<file path="config.mk">
export PLATFORM = sky130hd
export DESIGN_NAME = rx_link_sync
export DESIGN_NICKNAME = d
export VERILOG_FILES = /design/src/rtl/rxls_pkg.sv /design/src/rtl/rxls_seq.sv /design/src/rtl/rxls_status.sv /design/src/rtl/rx_link_sync.sv
export SDC_FILE = /design/constraint.sdc
export NUM_CORES = 1
export LEC_CHECK = 0
export BUFFER_PORTS_ARGS = -buffer_cell sky130_fd_sc_hd__buf_2
export CAP_MARGIN = 10
export CORE_MARGIN = 2
export CORE_UTILIZATION = 48
export CTS_BUF_LIST = sky130_fd_sc_hd__clkbuf_16
export DETAILED_ROUTE_END_ITERATION = 10
export PLACE_DENSITY = 0.89
export SETUP_SLACK_MARGIN = 0.05
export SKIP_CTS_REPAIR_TIMING = 1
export SYNTH_ARGS = -nofsm -noshare
export SYNTH_HDL_FRONTEND = slang
export SYNTH_SLANG_ARGS = --single-unit
export TNS_END_PERCENT = 10
</file>
<file path="constraint.sdc">
create_clock -name clk -period 1.3 [get_ports clk]
set_input_delay 0.13 -clock clk [delete_from_list [all_inputs] [get_ports clk]]
set_output_delay 0.13 -clock clk [all_outputs]
set_load 0.02 [all_outputs]
</file>
<file path="src/rtl/rxls_pkg.sv">
package rxls_pkg;

    typedef enum logic [2:0] {
        WC_IDLE  = 3'd0,
        WC_CEXT  = 3'd1,
        WC_DATA  = 3'd2,
        WC_EPROP = 3'd3,
        WC_BAD   = 3'd4
    } wclass_e;

    typedef enum logic [1:0] {
        ST_ACQ   = 2'd0,
        ST_SYNC  = 2'd1,
        ST_CHECK = 2'd2
    } sync_st_e;

    localparam logic [7:0] IDLE_K_BYTE  = 8'hBC;
    localparam logic [7:0] CEXT_BYTE    = 8'hF7;
    localparam logic [7:0] EPROP_BYTE   = 8'hFE;

    function automatic logic cls_invalid(input logic [2:0] c);
        return c > 3'd3;
    endfunction

endpackage

</file>
<file path="src/rtl/rxls_seq.sv">
module rxls_seq
    import rxls_pkg::*;
#(
    parameter int ACQ_IDLES  = 3,
    parameter int CHECK_GOOD = 4,
    parameter int CHECK_BAD  = 3
) (
    input  logic       clk,
    input  logic       rst_n,
    input  logic       los_i,
    input  logic [2:0] cls_i,
    output sync_st_e   state_o,
    output logic       realign_o
);

    localparam int AW = $clog2(ACQ_IDLES + 1);
    localparam int GW = $clog2(CHECK_GOOD + 1);
    localparam int BW = $clog2(CHECK_BAD + 1);
    localparam logic [AW-1:0] IDL_LAST  = AW'(ACQ_IDLES - 1);
    localparam logic [GW-1:0] GOOD_LAST = GW'(CHECK_GOOD - 1);
    localparam logic [BW-1:0] BAD_LAST  = BW'(CHECK_BAD - 1);

    typedef struct packed {
        sync_st_e        st;
        logic [AW-1:0]   idl;
        logic [GW-1:0]   good;
        logic [BW-1:0]   bad;
        logic            realign;
    } seq_t;

    seq_t seq_d, seq_q;
    logic inv;

    assign inv = cls_invalid(cls_i);

    always_comb begin
        seq_d         = seq_q;
        seq_d.realign = 1'b0;
        if (los_i) begin
            seq_d.st   = ST_ACQ;
            seq_d.idl  = '0;
            seq_d.good = '0;
            seq_d.bad  = '0;
        end else begin
            unique case (seq_q.st)
                ST_ACQ: begin
                    if (inv) begin
                        seq_d.idl = '0;
                    end else if (cls_i == WC_IDLE || cls_i == WC_CEXT) begin
                        if (seq_q.idl == IDL_LAST) begin
                            seq_d.st  = ST_SYNC;
                            seq_d.idl = '0;
                        end else begin
                            seq_d.idl = seq_q.idl + AW'(1);
                        end
                    end else begin
                        seq_d.st  = ST_SYNC;
                        seq_d.idl = '0;
                    end
                end
                ST_SYNC: begin
                    if (inv) begin
                        seq_d.st   = ST_CHECK;
                        seq_d.good = '0;
                        seq_d.bad  = '0;
                    end
                end
                ST_CHECK: begin
                    if (inv) begin
                        seq_d.good = '0;
                        if (seq_q.bad == BAD_LAST) begin
                            seq_d.st  = ST_ACQ;
                            seq_d.bad = '0;
                        end else begin
                            seq_d.bad = seq_q.bad + BW'(1);
                        end
                    end else begin
                        if (seq_q.good == GOOD_LAST) begin
                            seq_d.st   = ST_SYNC;
                            seq_d.good = '0;
                        end else begin
                            seq_d.good = seq_q.good + GW'(1);
                        end
                    end
                end
                default: begin
                    seq_d.st = ST_ACQ;
                end
            endcase
        end
        seq_d.realign = (seq_d.st == ST_ACQ) && (seq_q.st != ST_ACQ);
    end

    always_ff @(posedge clk or negedge rst_n) begin
        if (!rst_n) begin
            seq_q <= '{st: ST_ACQ, idl: '0, good: '0, bad: '0, realign: 1'b0};
        end else begin
            seq_q <= seq_d;
        end
    end

    assign state_o   = seq_q.st;
    assign realign_o = seq_q.realign;

endmodule

</file>
<file path="src/rtl/rxls_status.sv">
module rxls_status
    import rxls_pkg::*;
#(
    parameter int DATA_W = 16
) (
    input  logic              clk,
    input  logic              rst_n,
    input  logic              los_i,
    input  logic [2:0]        cls_i,
    input  logic [DATA_W-1:0] data_i,
    output logic              dv_o,
    output logic              er_o,
    output logic [DATA_W-1:0] data_o
);

    localparam int NB = DATA_W / 8;

    typedef struct packed {
        logic              dv;
        logic              er;
        logic [DATA_W-1:0] data;
    } stat_t;

    stat_t st_d, st_q;

    always_comb begin
        st_d = '0;
        if (los_i) begin
            st_d.dv   = 1'b1;
            st_d.er   = 1'b1;
            st_d.data = '1;
        end else begin
            case (cls_i)
                WC_IDLE: begin
                    st_d.data      = data_i;
                    st_d.data[7:0] = IDLE_K_BYTE;
                end
                WC_CEXT: begin
                    st_d.er   = 1'b1;
                    st_d.data = {NB{CEXT_BYTE}};
                end
                WC_DATA: begin
                    st_d.dv   = 1'b1;
                    st_d.data = data_i;
                end
                WC_EPROP: begin
                    st_d.dv   = 1'b1;
                    st_d.er   = 1'b1;
                    st_d.data = {NB{EPROP_BYTE}};
                end
                default: begin
                    st_d.dv   = 1'b1;
                    st_d.er   = 1'b1;
                    st_d.data = data_i;
                end
            endcase
        end
    end

    always_ff @(posedge clk or negedge rst_n) begin
        if (!rst_n) begin
            st_q <= '0;
        end else begin
            st_q <= st_d;
        end
    end

    assign dv_o   = st_q.dv;
    assign er_o   = st_q.er;
    assign data_o = st_q.data;

endmodule

</file>
<file path="src/rtl/rx_link_sync.sv">
module rx_link_sync
    import rxls_pkg::*;
#(
    parameter int DATA_W     = 16,
    parameter int ACQ_IDLES  = 3,
    parameter int CHECK_GOOD = 4,
    parameter int CHECK_BAD  = 3
) (
    input  logic              clk,
    input  logic              rst_n,
    input  logic              los_i,
    input  logic [2:0]        word_class_i,
    input  logic [DATA_W-1:0] word_data_i,
    output logic              rx_dv_o,
    output logic              rx_er_o,
    output logic [DATA_W-1:0] rx_data_o,
    output logic [1:0]        sync_state_o,
    output logic              link_up_o,
    output logic              realign_o
);

    sync_st_e st;

    rxls_seq #(
        .ACQ_IDLES (ACQ_IDLES),
        .CHECK_GOOD(CHECK_GOOD),
        .CHECK_BAD (CHECK_BAD)
    ) u_seq (
        .clk      (clk),
        .rst_n    (rst_n),
        .los_i    (los_i),
        .cls_i    (word_class_i),
        .state_o  (st),
        .realign_o(realign_o)
    );

    rxls_status #(
        .DATA_W(DATA_W)
    ) u_status (
        .clk   (clk),
        .rst_n (rst_n),
        .los_i (los_i),
        .cls_i (word_class_i),
        .data_i(word_data_i),
        .dv_o  (rx_dv_o),
        .er_o  (rx_er_o),
        .data_o(rx_data_o)
    );

    assign sync_state_o = st;
    assign link_up_o    = (st != ST_ACQ);

endmodule

</file>
---- Word-level counts from Yosys, hierarchy flattened ----
Index checks and enable logic that the tools add are counted.
operators by class
  mux-type cells .......................... 22
  order comparisons ....................... 1
  add/subtract/negate cells ............... 3
  equality and inequality tests ........... 10
  reductions and logical operators ........ 12
operators by type and width
  operator             number
  $pmux 16 s3          1
  $mux 2               11
  $mux 18              1
  $pmux 5 s2           1
  $eq 3x2->1 const B   3
  $mux 9               1
  $eq 2x2->1 const B   3
  $mux 3               2
  $ne 3x2->1 const B   2
  $pmux 2 s3           1
  $mux 5               1
  $add 2x1->2 const B  2
  $logic_not 2->1      2
  $mux 4               1
  $reduce_bool 2->1    2
  $reduce_or 2->1      2
  $add 3x1->3 const B  1
  $eq 3x1->1 const B   1
  $gt 3x2->1 const B   1
  $logic_not 3->1      1
  $reduce_and 3->1     1
  $reduce_bool 3->1    1
  $eq 2x1->1 const B   1
  $mux 1               2
  other kinds (3)      3
storage, ports and cells
  output and inout port bits .............. 22
  bits of input ports ..................... 22
  word-level logic and storage cells ...... 56
  register bits ........................... 28

---- Logic depth before layout (Yosys ltp) ----
  depth after elaboration ................. 8
  mapped depth ............................ 6
  mapped depth without buffers ............ 5

---- Hierarchy ----
From an unflattened synthesis, not the netlist that was laid out.
second synthesis, totals
  cell total of the unflattened synthesis .. 109
  area total of the unflattened synthesis .. 1216.2 um^2
modules (own cells, without submodules)
  module        cells each  area each (um^2)  times used  sequential area each (um^2)
  rxls_status   49          630.6             1           450.4
  rxls_seq      59          579.3             1           250.2
  rx_link_sync  1           6.3               1           0.0

---- Worst setup path before layout ----
OpenSTA, ideal clock, no wires.
  kind .................................... register to register
  start point ............................. reg u_seq.seq_q, in the netlist u_seq.state_o[1]
  end point ............................... reg u_seq.seq_q[6] in the netlist's numbering
  cell stages (with the launch flop) ...... 7
  path slack .............................. 0.086 ns
  setup time .............................. 0.072 ns
  period minus slack after synthesis ...... 1.214 ns
  data required time ...................... 1.228 ns
  arrival time ............................ 1.142 ns
  buffers on the path ..................... 2
  cells stage by stage .................... dfrtp_1 buf_6 or2_0 buf_6 nor4_4 mux2i_1 nor2_1
on the way
  longest elaborated chain between the ends .. 2
RTL lines
  what                                line            source
  from (decl)                         rxls_seq.sv:31  seq_t seq_d, seq_q;
  from (signal assigned)              rxls_seq.sv:96  seq_q <= '{st: ST_ACQ, idl: '0, good: '0, bad: '0, realign: 1'b0};
  from (signal assigned)              rxls_seq.sv:98  seq_q <= seq_d;
  $logic_not 2->1                     rxls_seq.sv:45  unique case (seq_q.st)
  $reduce_bool 2->1 (no source line)  -
No other way between the ends.
A chain may end at the register's enable or synchronous reset.

---- Worst setup path in the final report ----
  start point ............................. reg u_seq.seq_q, in the netlist u_seq.state_o[0]
  end point ............................... out link_up_o
on the way
  longest elaborated chain between the ends .. 1
RTL lines
  what               line                source
  $reduce_bool 2->1  rx_link_sync.sv:51  assign link_up_o = (st != ST_ACQ);
  to (decl)          rx_link_sync.sv:18  output logic link_up_o,
No other way between the ends.

==> results.yml <==
placement:
  io_buffers: 43
  place_area_um2: 1460
  place_ws_ns: -0.0151
  hpwl_um: 1950
  gp_congestion: 0.839
  place_inst: 183
sta:
  drv_slew: 0
  relSlewSlack_pct: 59.7
  finalHoldViolations: 0
  fin_crit_ns: 1.37
  period_share_pct: 106
  worstMarginPinSlew_ns: 0.604
  hold_ws_ns: 0.0473
  skew_ns: 0.00709
  fmax_mhz: 729
  setup_slack_ns: -0.0718
  fin_tns_setup_ns: -0.0857
  rsz0062_at_grt: "yes"
  setup_violations: 2
cells_and_area:
  final_area_um2: 1630
  utilization_pct: 66.2
  regArea_um2: 702
  diodes: 0
  fillers: 182
  multi_input_area_um2: 478
  final_cell_count_no_fill: 190
  drive_gt1_share_pct: 40.0
  finalNetCount: 184
  syn2layout_area_growth_pct: 31.9
worst_setup_path:
  reg2reg_depth: 5
  r2r_end: "u_seq.realign_o"
  crit_slowest_cell: "dfrtp_2"
  r2r-start: "u_seq.seq_q[3]"
  startpoint_type: "register"
  worstSetupEndpoint: "link_up_o"
  endpoint_kind: "output pin"
  crit_start: "u_seq.state_o[0]"
  crit_arrival_ns: 1.24
  crit_chain: "or2_4 > buf_6 > buf_6"
  critPathMaxFanout: 8
  reg2reg_setup_slack_ns: -0.01
  path_class: "register to output pin"
  max_stage_delay_ns: 0.46
  critPathRequiredTime_ns: 1.17
  cp_common_cell: "buf_6"
power:
  p_total_mw: 2.08
  ir_drop_uv: 807
  p_leak_nw: 0.729
  power.density_nw_per_um2: 1280
grt:
  overflow: 0
  antenna_found_initial: 0
  grt_max_degree: 29
  grt_pass1_vias: 987
  track_usage_pct: 22.6
  grt_pass1_wl_um: 4660
yosys:
  syn_area_per_cell_um2: 10.7
  yosysTopAreaCell: "dfrtp_1"
  postSynth.asyncResetShare_pct: 100
  synth_top_area_share_pct: 56.9
  ys_top_cells_by_area: "dfrtp_1 57%, or3_1 6.1%, nor2_1 4.3%"
  syn-num-nets: 138
  synth-edff-count: 0
  synth_cell_types: 32
  seq_area_frac_synth_pct: 56.9
  synth_area_um2: 1230
  synth_seq_cells: 28
  netlist_top_cells_count: "28 x dfrtp_1, 14 x nor2_1, 12 x or3_1, 7 x nand2_1, 5 x o21ai_0"
  yosysWarnings: 0
  synth.most_common_cell: "dfrtp_1"
  synthCells: 115
  synth_flop_cell: "dfrtp_1"
routing:
  post_drt_wl_per_cell_um: 16.3
  antenna_left: 0
  wl_met1_um: 1200
  drc: 0
  wirelength_um: 3090
  met2WireLength_um: 1680
  drtPass1Iterations: 4
  viasPerCell: 5.46
  drt-initial-drc-count: 28
  dr_wl_met3_um: 137
  routed-via-count: 1038
  highest_layer: "met4"
clock_tree:
  cts_buffer_depth: 2
  cts_sinks: 28
  path_clk_slew_ns: 0.07
  root_buffer: "clkbuf_16"
  htreeDepth: 1
  cts_inserted_buffers: 3
  cts_tree: "done"
  clock_latency_ns: 0.27
worst_hold_path:
  hold_path.class: "input port to register"
floorplanning:
  initial_core_util_pct: 50.2
  pin_count: 44
  die_x_um: 54.7
  design.die.area_um2: 2990
  fp.dieH_um: 54.7
  core-area_um2: 2450
  core.rowCount: 18
outcome:
  outcome: "finished, violations left"
  violations: "setup timing"
job:
  max_cap_violations: 0
==> worst min path at each step <==
stage,from,end,slack (ns),cells past startpoint
3_3_place_gp,rst_n,u_status.data_o[11],0.16,1
5_1_grt,word_data_i[5],u_status.data_o[5],0.05,2
2_1_floorplan,rst_n,u_seq.realign_o,-0.17,0
4_1_cts,rst_n,u_status.data_o[8],-0.11,1
3_5_place_dp,rst_n,u_status.data_o[8],0.17,1
6_report,word_data_i[7],u_status.data_o[7],0.05,2
==> sequential cells by signal (all words and copies together) (netlist names) <==
| signal | count |
|---|---|
| u_status.data_o | 16 |
| u_seq.seq_q | 7 |
| u_seq.state_o | 2 |
| u_seq.realign_o | 1 |
| u_status.dv_o | 1 |
| u_status.er_o | 1 |
==> cell families (layout without fill, tap and decap cells) <==
kind of cell             after synthesis  count (layout)  synth area share, %
flip-flops                            28              28                 56.9
AO/OA/AOI/OAI                         23              23                 12.8
buffers and inverters                 14              59                 6.70
adder cells (fa/ha/maj)                1               1                 1.02
multiplexers                           1               1                0.812
AND/OR/NAND/NOR                       48              48                 21.8
==> critical path, delay by kind of cell, from the launching register on <==
| kind | cells | cell delay [ns] |
|---|---|---|
| AND/OR/NAND/NOR | 1 | 0.25 |
| flip-flops | 1 | 0.46 |
| buffers and inverters | 2 | 0.25 |
==> report_power, final <==
part           switching, mW  internal [mW]
Clock                  0.297          0.614
Sequential            0.0137          0.906
Combinational          0.156         0.0965
Total                  0.467           1.62
==> area by class of cell <==
| class | count | area share [%] |
|---|---|---|
| flip-flops and latches | 28 | 43.2 |
| multi-input cells | 73 | 29.4 |
| repair buffers | 51 | 17.7 |
| clock buffers | 3 | 4.62 |
| well taps | 30 | 2.31 |
| clock inverters | 1 | 1.85 |
| inverters | 4 | 0.924 |
==> metal layers <==
layer / track usage [%] / vias up
met3: 3.83 / 7
met2: 41.5 / 35
met4: 10.0 / 0
li1: - / 487
met1: 25.2 / 509
met5: 0 / -
==> layout by cell type (no fill, tap or decap), types with 2 or more instances in the layout <==
cell	count
dfrtp_1	27
a22oi_1	3
nor2_1	14
inv_1	4
o21bai_1	2
nand2b_1	2
buf_6	2
a31oi_1	2
buf_4	6
o21ai_0	5
or3_1	12
nor2b_1	2
a21o_1	2
nand2_1	6
nand3_1	2
buf_2	42
clkbuf_16	3
a21oi_1	3
Note: power is estimated with default switching activity, not from simulation.
